File: src/rtl/mdio_pkg.sv
package mdio_pkg;
   localparam int FRAME_W = 32;
   localparam int REPLY_W = 16;

   typedef enum logic [1:0] {
      REG_CTRL  = 2'd0,
      REG_SPEED = 2'd1,
      REG_EVENT = 2'd2,
      REG_FRAME = 2'd3
   } reg_sel_e;

   localparam logic [1:0] OP_READ = 2'b10;

   function automatic logic frame_is_read(input logic [FRAME_W-1:0] f);
      return f[29:28] == OP_READ;
   endfunction
endpackage

File: src/rtl/mdio_clkgen.sv
module mdio_clkgen #(
   parameter int DIV_W = 6
) (
   input  logic             clk,
   input  logic             rst_n,
   input  logic             run,
   input  logic [DIV_W-1:0] div,
   output logic             mdc,
   output logic             rise,
   output logic             fall
);
   logic [DIV_W-1:0] cnt;
   logic             tick;

   assign tick = run && (div != '0) && (cnt >= div - DIV_W'(1));
   assign rise = tick && !mdc;
   assign fall = tick && mdc;

   always_ff @(posedge clk) begin
      if (!rst_n || !run) begin
         cnt <= '0;
         mdc <= 1'b0;
      end else if (div != '0) begin
         if (tick) begin
            cnt <= '0;
            mdc <= ~mdc;
         end else begin
            cnt <= cnt + DIV_W'(1);
         end
      end
   end
endmodule

File: src/rtl/mdio_shifter.sv
module mdio_shifter
   import mdio_pkg::*;
#(
   parameter int PRE_LEN = 32
) (
   input  logic               clk,
   input  logic               rst_n,
   input  logic               start,
   input  logic [FRAME_W-1:0] frame,
   input  logic               rise,
   input  logic               fall,
   input  logic               mdio_i,
   output logic               busy,
   output logic               finish,
   output logic [REPLY_W-1:0] rx,
   output logic               mdio_o,
   output logic               mdio_oe
);
   localparam int TOT = PRE_LEN + FRAME_W;
   localparam int CW  = $clog2(TOT + 1);

   logic [CW-1:0]      k;
   logic [CW-1:0]      fidx;
   logic [FRAME_W-1:0] frm;
   logic               pre;
   logic               is_rd;
   logic               last;

   generate
      if (PRE_LEN == 0) begin : g_nopre
         assign pre = 1'b0;
      end else begin : g_pre
         assign pre = k < CW'(PRE_LEN);
      end
   endgenerate

   assign fidx   = k - CW'(PRE_LEN);
   assign is_rd  = frame_is_read(frm);
   assign last   = k == CW'(TOT - 1);
   assign finish = busy && fall && last;

   assign mdio_o  = busy ? (pre ? 1'b1 : frm[5'd31 - fidx[4:0]]) : 1'b1;
   assign mdio_oe = busy && !(is_rd && !pre && fidx >= CW'(15));

   always_ff @(posedge clk) begin
      if (!rst_n) begin
         busy <= 1'b0;
         k    <= '0;
         frm  <= '0;
         rx   <= '0;
      end else if (start && !busy) begin
         busy <= 1'b1;
         k    <= '0;
         frm  <= frame;
         rx   <= '0;
      end else if (busy) begin
         if (rise && is_rd && !pre && fidx >= CW'(16))
            rx <= {rx[REPLY_W-2:0], mdio_i};
         if (fall) begin
            if (last) busy <= 1'b0;
            else      k    <= k + CW'(1);
         end
      end
   end
endmodule

File: src/rtl/mdio_frame_ctrl.sv
module mdio_frame_ctrl
   import mdio_pkg::*;
#(
   parameter int PRE_LEN = 32,
   parameter int DIV_W   = 6,
   parameter int DIV_LSB = 1
) (
   input  logic        clk,
   input  logic        rst_n,
   input  logic        bus_wr,
   input  logic [1:0]  bus_addr,
   input  logic [31:0] bus_wdata,
   output logic [31:0] bus_rdata,
   output logic        mgmt_irq,
   output logic        mdc,
   output logic        mdio_o,
   output logic        mdio_oe,
   input  logic        mdio_i
);
   generate
      if (DIV_W < 1 || DIV_LSB + DIV_W > 31) begin : g_bad_div
         $error("divider field does not fit the speed register");
      end
      if (PRE_LEN < 0 || PRE_LEN > 64) begin : g_bad_pre
         $error("preamble length out of range");
      end
   endgenerate

   logic               en_q;
   logic [DIV_W-1:0]   div_q;
   logic               done_q;
   logic [FRAME_W-1:0] frame_q;
   logic               busy;
   logic               finish;
   logic               rise;
   logic               fall;
   logic               start;
   logic [REPLY_W-1:0] rx;

   assign start = bus_wr && (bus_addr == REG_FRAME) && en_q && !busy;

   always_ff @(posedge clk) begin
      if (!rst_n) begin
         en_q    <= 1'b0;
         div_q   <= '0;
         done_q  <= 1'b0;
         frame_q <= '0;
      end else begin
         if (bus_wr && bus_addr == REG_CTRL)  en_q  <= bus_wdata[0];
         if (bus_wr && bus_addr == REG_SPEED) div_q <= bus_wdata[DIV_LSB +: DIV_W];
         if (start) frame_q <= bus_wdata;
         else if (finish && frame_is_read(frame_q)) frame_q[REPLY_W-1:0] <= rx;
         if (finish) done_q <= 1'b1;
         else if (bus_wr && bus_addr == REG_EVENT && bus_wdata[0]) done_q <= 1'b0;
      end
   end

   always_comb begin
      unique case (reg_sel_e'(bus_addr))
         REG_CTRL:  bus_rdata = {31'd0, en_q};
         REG_SPEED: bus_rdata = 32'(div_q) << DIV_LSB;
         REG_EVENT: bus_rdata = {30'd0, busy, done_q};
         default:   bus_rdata = frame_q;
      endcase
   end

   assign mgmt_irq = done_q;

   mdio_clkgen #(.DIV_W(DIV_W)) u_clk (
      .clk(clk), .rst_n(rst_n), .run(busy), .div(div_q),
      .mdc(mdc), .rise(rise), .fall(fall)
   );

   mdio_shifter #(.PRE_LEN(PRE_LEN)) u_shf (
      .clk(clk), .rst_n(rst_n), .start(start), .frame(bus_wdata),
      .rise(rise), .fall(fall), .mdio_i(mdio_i),
      .busy(busy), .finish(finish), .rx(rx),
      .mdio_o(mdio_o), .mdio_oe(mdio_oe)
   );
endmodule

File: config.mk
export PLATFORM = sky130hd
export DESIGN_NAME = mdio_frame_ctrl
export DESIGN_NICKNAME = d
export VERILOG_FILES = /design/src/rtl/mdio_pkg.sv /design/src/rtl/mdio_clkgen.sv /design/src/rtl/mdio_shifter.sv /design/src/rtl/mdio_frame_ctrl.sv
export SDC_FILE = /design/constraint.sdc
export NUM_CORES = 1
export LEC_CHECK = 0
export CORE_MARGIN = 1
export CORE_UTILIZATION = 30
export DETAILED_ROUTE_END_ITERATION = 8
export HOLD_SLACK_MARGIN = 0.05
export PLACE_DENSITY = 0.62
export SYNTH_ARGS = -nofsm -noshare
export SYNTH_HDL_FRONTEND = slang
export SYNTH_SLANG_ARGS = --single-unit
export TNS_END_PERCENT = 1
File: constraint.sdc
create_clock -name clk -period 7.5 [get_ports clk]
set_input_delay 1.5 -clock clk [delete_from_list [all_inputs] [get_ports clk]]
set_output_delay 1.5 -clock clk [all_outputs]
set_load 0.01 [all_outputs]
Yosys cells after proc, flatten, opt, wreduce, memory -nomap -nowiden
Cells that the tools add are included.
{ "totals": {"regBits": 103, "latchBits": 0, "ram_bits": 0, "rom_bits": 0, "input_bits": 38, "output_inout_bits": 36, "elab_cells": 79, "memories": 0} }
{ "classes": {"n_addsub": 5, "n_mul": 0, "n_div": 0, "magnitude_cmp": 5, "n_eq_ne": 6, "shifts": 0, "muxes": 14, "n_bitwise": 3, "reduce_logical": 35} }
{ "op_table": {"columns": ["operator", "n"], "rows": [
  ["32-bit one-hot mux with 3 select lines", 1],
  ["16-bit 2-to-1 mux", 2],
  ["1-bit logical AND", 21],
  ["1-bit 2-to-1 mux", 9],
  ["2-bit == test, second input constant", 4],
  ["7-bit by 1-bit adder with 7-bit output, second input constant", 1],
  ["7-bit by 6-bit == test with 1-bit output, second input constant", 1],
  ["7-bit by 4-bit greater-or-equal comparator with 1-bit output, second input constant", 1],
  ["7-bit by 5-bit greater-or-equal comparator with 1-bit output, second input constant", 1],
  ["7-bit by 6-bit less-than comparator with 1-bit output, second input constant", 1],
  ["7-bit by 6-bit subtractor with 7-bit output, second input constant", 1],
  ["6-bit by 1-bit adder with 6-bit output, second input constant", 1],
  ["6-bit greater-or-equal comparator", 1],
  ["5-bit by 6-bit less-than comparator with 1-bit output, second input constant", 1],
  ["6-bit 2-to-1 mux", 1],
  ["6-bit nonzero test", 1],
  ["6-bit by 1-bit subtractor with 6-bit output, second input constant", 1],
  ["1-bit binary-select mux with 5-bit select", 1],
  ["1-bit zero test", 5],
  ["5-bit subtractor, first input constant", 1],
  ["2-bit AND reduction", 2],
  ["2-bit nonzero test", 2],
  ["1-bit inverter", 3],
  ["3-bit AND reduction", 1],
  ["4 further kinds", 4]
]} }

Logic depth before layout (Yosys ltp)
Gate-level depths: netlist (run 1).
{ "logic_depth": {"word_depth": 9, "depth_mapped": 12, "ltp_nobuf": 10} }

Modules after synthesis
From an unflattened synthesis (run 1), not the netlist that was laid out.
{ "unflattened": {"cells_unflattened": 572, "hier_area_um2": 4992.3} }
{ "modules_own_cells": {"columns": ["mod", "instances", "cells_each", "area_each_um2", "seq_area_each_um2"], "rows": [
  ["mdio_shifter", 1, 265, 2454.9, 1121.1],
  ["mdio_frame_ctrl", 1, 247, 2015.7, 800.8],
  ["mdio_clkgen", 1, 60, 521.8, 140.1]
]} }

Worst setup path before layout (run 1)
No wires, ideal clock.
{ "synth_path": {"path_kind": "input to output", "start": "in bus_addr[0]", "end": "out bus_rdata[0]", "arrival_time_ns": 2.359, "required_time_ns": 6.000, "slack_ns": 3.641, "path_stages": 3, "n_path_buf": 1, "path_cell_list": "clkbuf_1 > mux2_2 > a22o_1"} }
{ "synth_via": {"elab_chain_cells": 2, "word_cells_on_any_way": 4, "cone_classes": "eq/ne (2); mux (1); reduce/logical (1)"} }
{ "synth_lines": {"columns": ["element", "line", "text"], "rows": [
  ["start, declared", "mdio_frame_ctrl.sv:11", "input logic [1:0] bus_addr,"],
  ["2-bit == test, or another cell as far along", "mdio_frame_ctrl.sv:59", "unique case (reg_sel_e'(bus_addr))"],
  ["32-bit one-hot mux with 3 select lines (*)", "mdio_frame_ctrl.sv:59", null],
  ["end, declared", "mdio_frame_ctrl.sv:13", "output logic [31:0] bus_rdata,"]
]} }
Every way passes the cells marked *; elsewhere a longest branch is shown, timed or not.

Worst setup path in the final report (run 1)
Same ends and word-level chain as after synthesis.

==> impl_metrics.tcl, run 1 <==
set metrics [dict create \
    status "finished clean" \
    cp.required_ps 6000 \
    ant_nets 0 \
    fp.dieH_um 126 \
    grt_first_pass_wirelength_mm 20.2 \
    power.density_nw_per_um2 167 \
    drt-initial-drc-count 223 \
    syn_inst 531 \
    layout-drive-gt1-share 0.123 \
    fmax_mhz 187 \
    hpwl_mm 8.40 \
    io_buffer_count 73 \
    switching_share 0.231 \
    drc 0 \
    synth_edf_count 0 \
    die_x_um 126 \
    cts_resized 0 \
    cts-htree-levels 3 \
    gp_congestion 0.779 \
    insertedDiodeCount 0 \
    initial_core_util 0.306 \
    clockPowerShare 0.435 \
    nets 623 \
    vias_per_cell 5.24 \
    p_int_uw 731 \
    finClkSkew_ps 9.74 \
    root_buffer "clkbuf_16" \
    clkLatencyLatePin_ps 340 \
    timing.slew.headroom 0.166 \
    tns_ps 0 \
    arrival_ps 3840 \
    pwr-share-comb 0.073 \
    antenna_found_initial 0 \
    dr.pass1.iters 8 \
    dieArea_sq_um 15900 \
    cts_hold_buffers 0 \
    cap_violations 0 \
    ys_seq_elements 87 \
    layout_min_cycle_time_ps 5340 \
    cp-end-kind "output pin" \
    cts_buffer_depth 2 \
    grt_pass1_vias 4089 \
    p_leak_nw 1.98 \
    setup_viol 0 \
    peakVddDrop_mv 0.117 \
    rsz0062_at_grt "no" \
    cts.sinks 87 \
    grt_use_total 0.158 \
    p_seq_frac 0.491 \
    fp.coreArea_sq_um 15100 \
    synth_area_sq_um 4630 \
    wire_per_inst_um 15.6 \
    async_reset_ff_frac 0 \
    ys_types 57 \
    p_sw_uw 220 \
    fp-row-count 45 \
    start_kind "input port" \
    clkSlewWorstSetupHoldPaths_ps 60 \
    drt_wl_total_mm 12.0 \
    cp_max_fo 23 \
    critPathKind "input port to output pin" \
    syn2layout_area_growth_pct 23.1 \
    synthFlopType "dfxtp_1" \
    fin_area_sq_um 5700 \
    via_count 4019 \
    cts_tree "done" \
    pin_count 74 \
    finalMaxSlewViolations 0 \
    cts_setup_buffers 0 \
    numCtsBuffers 9 \
    finalCritPeriodShare 0.712 \
    grt_max_degree 47 \
    yosysSeqAreaShare 0.376 \
    hold_violations 0 \
    synth.avg_cell_area_sq_um 8.72 \
    hold_class "flip-flop to flip-flop" \
    synth_fp_nets 580 \
    grt_overflow 0 \
    tightest_slew_ps 1250 \
    dpl_cell_area_sq_um 5420 \
    yosysWarnings 0 \
]
-- cells by family (layout without fill, tap and decap cells) --
family,Yosys count,count (layout),share of synthesized area
DFF,87,87,0.376
adders and majority gates,11,11,0.0297
xor gates and xnor gates,8,8,0.0151
buffers and inverters,53,101,0.0562
AOI/OAI and AO/OA,116,116,0.183
muxes,23,23,0.0719
and+or+nand+nor,233,233,0.268
-- layout make-up --
class                   instances  area [sq um]
clock buffers                  11           243
clock inverters                 5          33.8
fillers                      1479          9450
inverters                       7          26.3
multi-input cells             391          2650
flip-flops and latches         87          1740
well taps                     188           235
repair buffers                 78           768
-- cells in the final DEF, fill, tap and decap left out, types with 7 or more instances in the layout --
cell type / count
clkdlybuf4s50_1: 73
inv_1: 7
clkbuf_16: 9
nand4_1: 20
ha_1: 11
a21oi_2: 10
o211ai_2: 10
mux4_2: 8
nand3_2: 10
o21ai_0: 10
dfxtp_1: 87
a21oi_1: 16
nand3_1: 13
nor2b_1: 14
o21ai_1: 12
nand2_1: 108
and3_1: 26
a21boi_0: 33
mux2i_1: 13
-- Yosys cell counts, drive strengths merged, types with 3 or more instances --
cell	count	area, sq um
a21boi	33	248
mux2i	13	130
or3	4	25.0
xor2	5	43.8
nand3	23	165
nor2	6	22.5
nand3b	3	22.5
ha	11	138
a21oi	26	168
buf	15	118
clkbuf	31	116
nor2b	14	87.6
inv	7	26.3
dfxtp	87	1740
nor3	8	56.3
and2	4	27.5
nand4	20	125
o21ai	23	115
mux4	8	180
xnor2	3	26.3
and3	26	163
nand2	110	418
nand2b	4	25.0
nor4	3	18.8
o211ai	15	163
o31ai	3	22.5
-- sequential cells by signal, summed over array words and instances (netlist names) --
signal	count
u_clk.cnt	6
en_q	1
u_shf.busy	1
u_shf.frm	27
u_clk.mdc	1
mgmt_irq	1
div_q	6
frame_q	21
u_shf.k	7
u_shf.rx	16
-- path summary, 6_finish.rpt --
check | startpoint | endpoint | slack, ps | cells after the start
setup / recovery | bus_addr[0] | bus_rdata[0] | 2160 | 5
hold / removal | u_shf.frm[1] | u_shf.frm[1] | 460 | 2
setup reg to reg | div_q[0] | u_clk.cnt[5] | 4110 | 10
hold reg to reg | u_shf.frm[1] | u_shf.frm[1] | 460 | 2
-- power groups by stage --
| stage | Combinational (mW) | Clock [mW] | Sequential, mW |
|---|---|---|---|
| after floorplan | 0.0379 | 0 | 0.477 |
| after global placement | 0.0679 | 0 | 0.477 |
| after detailed placement | 0.0701 | 0 | 0.478 |
| after CTS | 0.0702 | 0.423 | 0.467 |
| after global routing | 0.0760 | 0.445 | 0.467 |
| final | 0.0699 | 0.414 | 0.467 |
-- per-stage QoR --
step,hold slack (ps),utilization,cells,power [mW],setup WS [ps]
floorplan,440,-,531,0.514,3640
global route,490,0.376,767,0.988,1960
detailed placement,457,0.358,751,0.548,2150
CTS,466,0.376,767,0.961,2150
global placement,449,0.358,751,0.545,2210
finish,464,0.376,767,0.951,2160
-- critical path: stages --
cell	delay, ps
clkdlybuf4s50_1	940
buf_4	330
mux2_2	360
a22o_1	230
clkdlybuf4s50_1	470
-- routing by layer --
metal	global-route usage	share of wire
met1	0.210	0.47
met2	0.255	0.47
met3	0.0319	0.049
met4	0.0539	0.015
met5	0	0
No activity file was read; power rests on OpenSTA's default activity.
==> inputs of run 2 (changes only) <==
--- a/config.mk
+++ b/config.mk
@@ -9,7 +9,7 @@
 export CORE_UTILIZATION = 30
 export DETAILED_ROUTE_END_ITERATION = 8
 export HOLD_SLACK_MARGIN = 0.05
-export PLACE_DENSITY = 0.62
+export PLACE_DENSITY = 0.64
 export SYNTH_ARGS = -nofsm -noshare
 export SYNTH_HDL_FRONTEND = slang
 export SYNTH_SLANG_ARGS = --single-unit
==> constraint.sdc (replaced) <==
create_clock -name clk -period 4.9 [get_ports clk]
set_input_delay 0.98 -clock clk [delete_from_list [all_inputs] [get_ports clk]]
set_output_delay 0.98 -clock clk [all_outputs]
set_load 0.01 [all_outputs]
==> impl_metrics.tcl, run 2 (synthesis results as in run 1) <==
set metrics [dict create \
    cts-htree-levels 3 \
    critPathKind "input port to output pin" \
    cp-end-kind "output pin" \
    syn2layout_area_growth_pct 24.4 \
    arrival_ps 2830 \
    drt-initial-drc-count 204 \
    cts.sinks 87 \
    hpwl_mm 8.56 \
    vias_per_cell 5.21 \
    fp-row-count 45 \
    antenna_found_initial 0 \
    cts_resized 0 \
    hold_violations 0 \
    tns_ps 0 \
    numCtsBuffers 9 \
    critical_path.slowest_cell "clkdlybuf4s50_1" \
    hold_class "flip-flop to flip-flop" \
    reg2reg_depth 10 \
    met3_usage 0.0268 \
    fillers 1522 \
    hold_depth 2 \
    timing.slew.headroom 0.181 \
    initial_core_util 0.306 \
    cap_violations 0 \
    via_count 4010 \
    dieArea_sq_um 15900 \
    finClkSkew_ps 7.57 \
    busiest_layer "met2" \
    gp_congestion 0.789 \
    peakVddDrop_mv 0.173 \
    min_to "u_shf.frm[13]" \
    tightest_slew_ps 1230 \
    top_register "u_shf.frm" \
    final_cell_mix "108 x nand2_1, 87 x dfxtp_1, 73 x clkdlybuf4s50_1" \
    nets 626 \
    clkLatencyLatePin_ps 340 \
    root_buffer "clkbuf_16" \
    grt_max_degree 47 \
    insertedDiodeCount 0 \
    die_x_um 126 \
    io_buffer_count 73 \
    reg.largest.list "u_shf.frm: 27 flops, frame_q: 21 flops, u_shf.rx: 16 flops" \
    pin_count 74 \
    wire_per_inst_um 15.8 \
    dr.pass1.iters 4 \
    clkSlewWorstSetupHoldPaths_ps 70 \
    largest_reg_flops 27 \
    fp.dieH_um 126 \
    path_buf_inv 3 \
    rsz0062_at_grt "no" \
    grt_overflow 0 \
    worst_hold_slack_ps 466 \
    cp_max_fo 26 \
    grt_use_met1 0.216 \
    worstHoldStart "u_shf.frm[13]" \
    path_cells "clkdlybuf4s50_1, buf_4, and3_1, clkdlybuf4s50_1" \
    critical_path.max_stage_delay_ps 730 \
    multi_input_area_sq_um 2650 \
    cts_setup_buffers 0 \
    status "finished clean" \
    ant_nets 0 \
    start_kind "input port" \
    p_leak_nw 2.02 \
    layout.area.seq_sq_um 1740 \
    power.density_nw_per_um2 268 \
    drc 0 \
    final_common_cell "nand2_1" \
    layout-drive-gt1-share 0.129 \
    fmax_mhz 263 \
    cts_tree "done" \
    grt_use_total 0.157 \
    finalMaxSlewViolations 0 \
    fp.coreArea_sq_um 15100 \
    gr-usage-met2 0.246 \
    crit_family "buffers and inverters" \
    grt_first_pass_wirelength_mm 20.2 \
    drt_wl_total_mm 12.2 \
    setup_viol 0 \
    cp.required_ps 3920 \
    cts_hold_buffers 0 \
    grt_pass1_vias 3959 \
    cts_buffer_depth 2 \
    cpMostUsedCell "clkdlybuf4s50_1" \
    reg2reg_from "div_q[0]" \
    r2r_slack_ps 1470 \
    finalCritPeriodShare 0.777 \
    r2r_end "u_clk.cnt[4]" \
    layout_min_cycle_time_ps 3810 \
]
## run 2: worst max path at each step
stage	from	end	slack (ps)	cells after the start
floorplan	bus_addr[0]	bus_rdata[0]	2080	3
global placement	bus_addr[0]	bus_rdata[0]	1120	4
detailed placement	bus_addr[0]	bus_rdata[12]	1090	4
CTS	bus_addr[0]	bus_rdata[12]	1090	4
global route	bus_addr[0]	bus_rdata[13]	990	4
finish	bus_addr[0]	bus_rdata[13]	1090	4
## run 2: per-stage QoR
step | cells | cell area [sq um] | power, mW | util | setup WS (ps)
2_1_floorplan | 531 | 4630 | 0.787 | - | 2080
3_3_place_gp | 754 | 5450 | 0.835 | 0.360 | 1120
3_5_place_dp | 754 | 5450 | 0.839 | 0.360 | 1090
4_1_cts | 770 | 5760 | 1.56 | 0.380 | 1090
5_1_grt | 770 | 5760 | 1.59 | 0.380 | 987
6_report | 770 | 5760 | 1.55 | 0.380 | 1090
## run 2: routing by layer
layer | share of wire | vias to the layer above
li1 | - | 1984
met1 | 0.47 | 1905
met2 | 0.46 | 100
met3 | 0.050 | 21
met4 | 0.018 | 0
met5 | 0 | -
## run 2: tightest hold or removal path, cell delays in order (launching register included)
cell and delay [ps]:
dfxtp_1 310, nand2_1 50, a21boi_0 60
## run 2: cell type report
class | instances | area share
repair buffers | 81 | 0.137
well taps | 188 | 0.0408
inverters | 7 | 0.00456
flip-flops and latches | 87 | 0.302
multi-input cells | 391 | 0.460
clock buffers | 10 | 0.0415
clock inverters | 6 | 0.0132
## run 2: report_power, final
part           leakage (nW)  switching [mW]  internal, mW
Sequential            0.701         0.00421         0.710
Clock                 0.156           0.305         0.418
Combinational          1.17          0.0556        0.0524
Total                  2.02           0.365          1.18
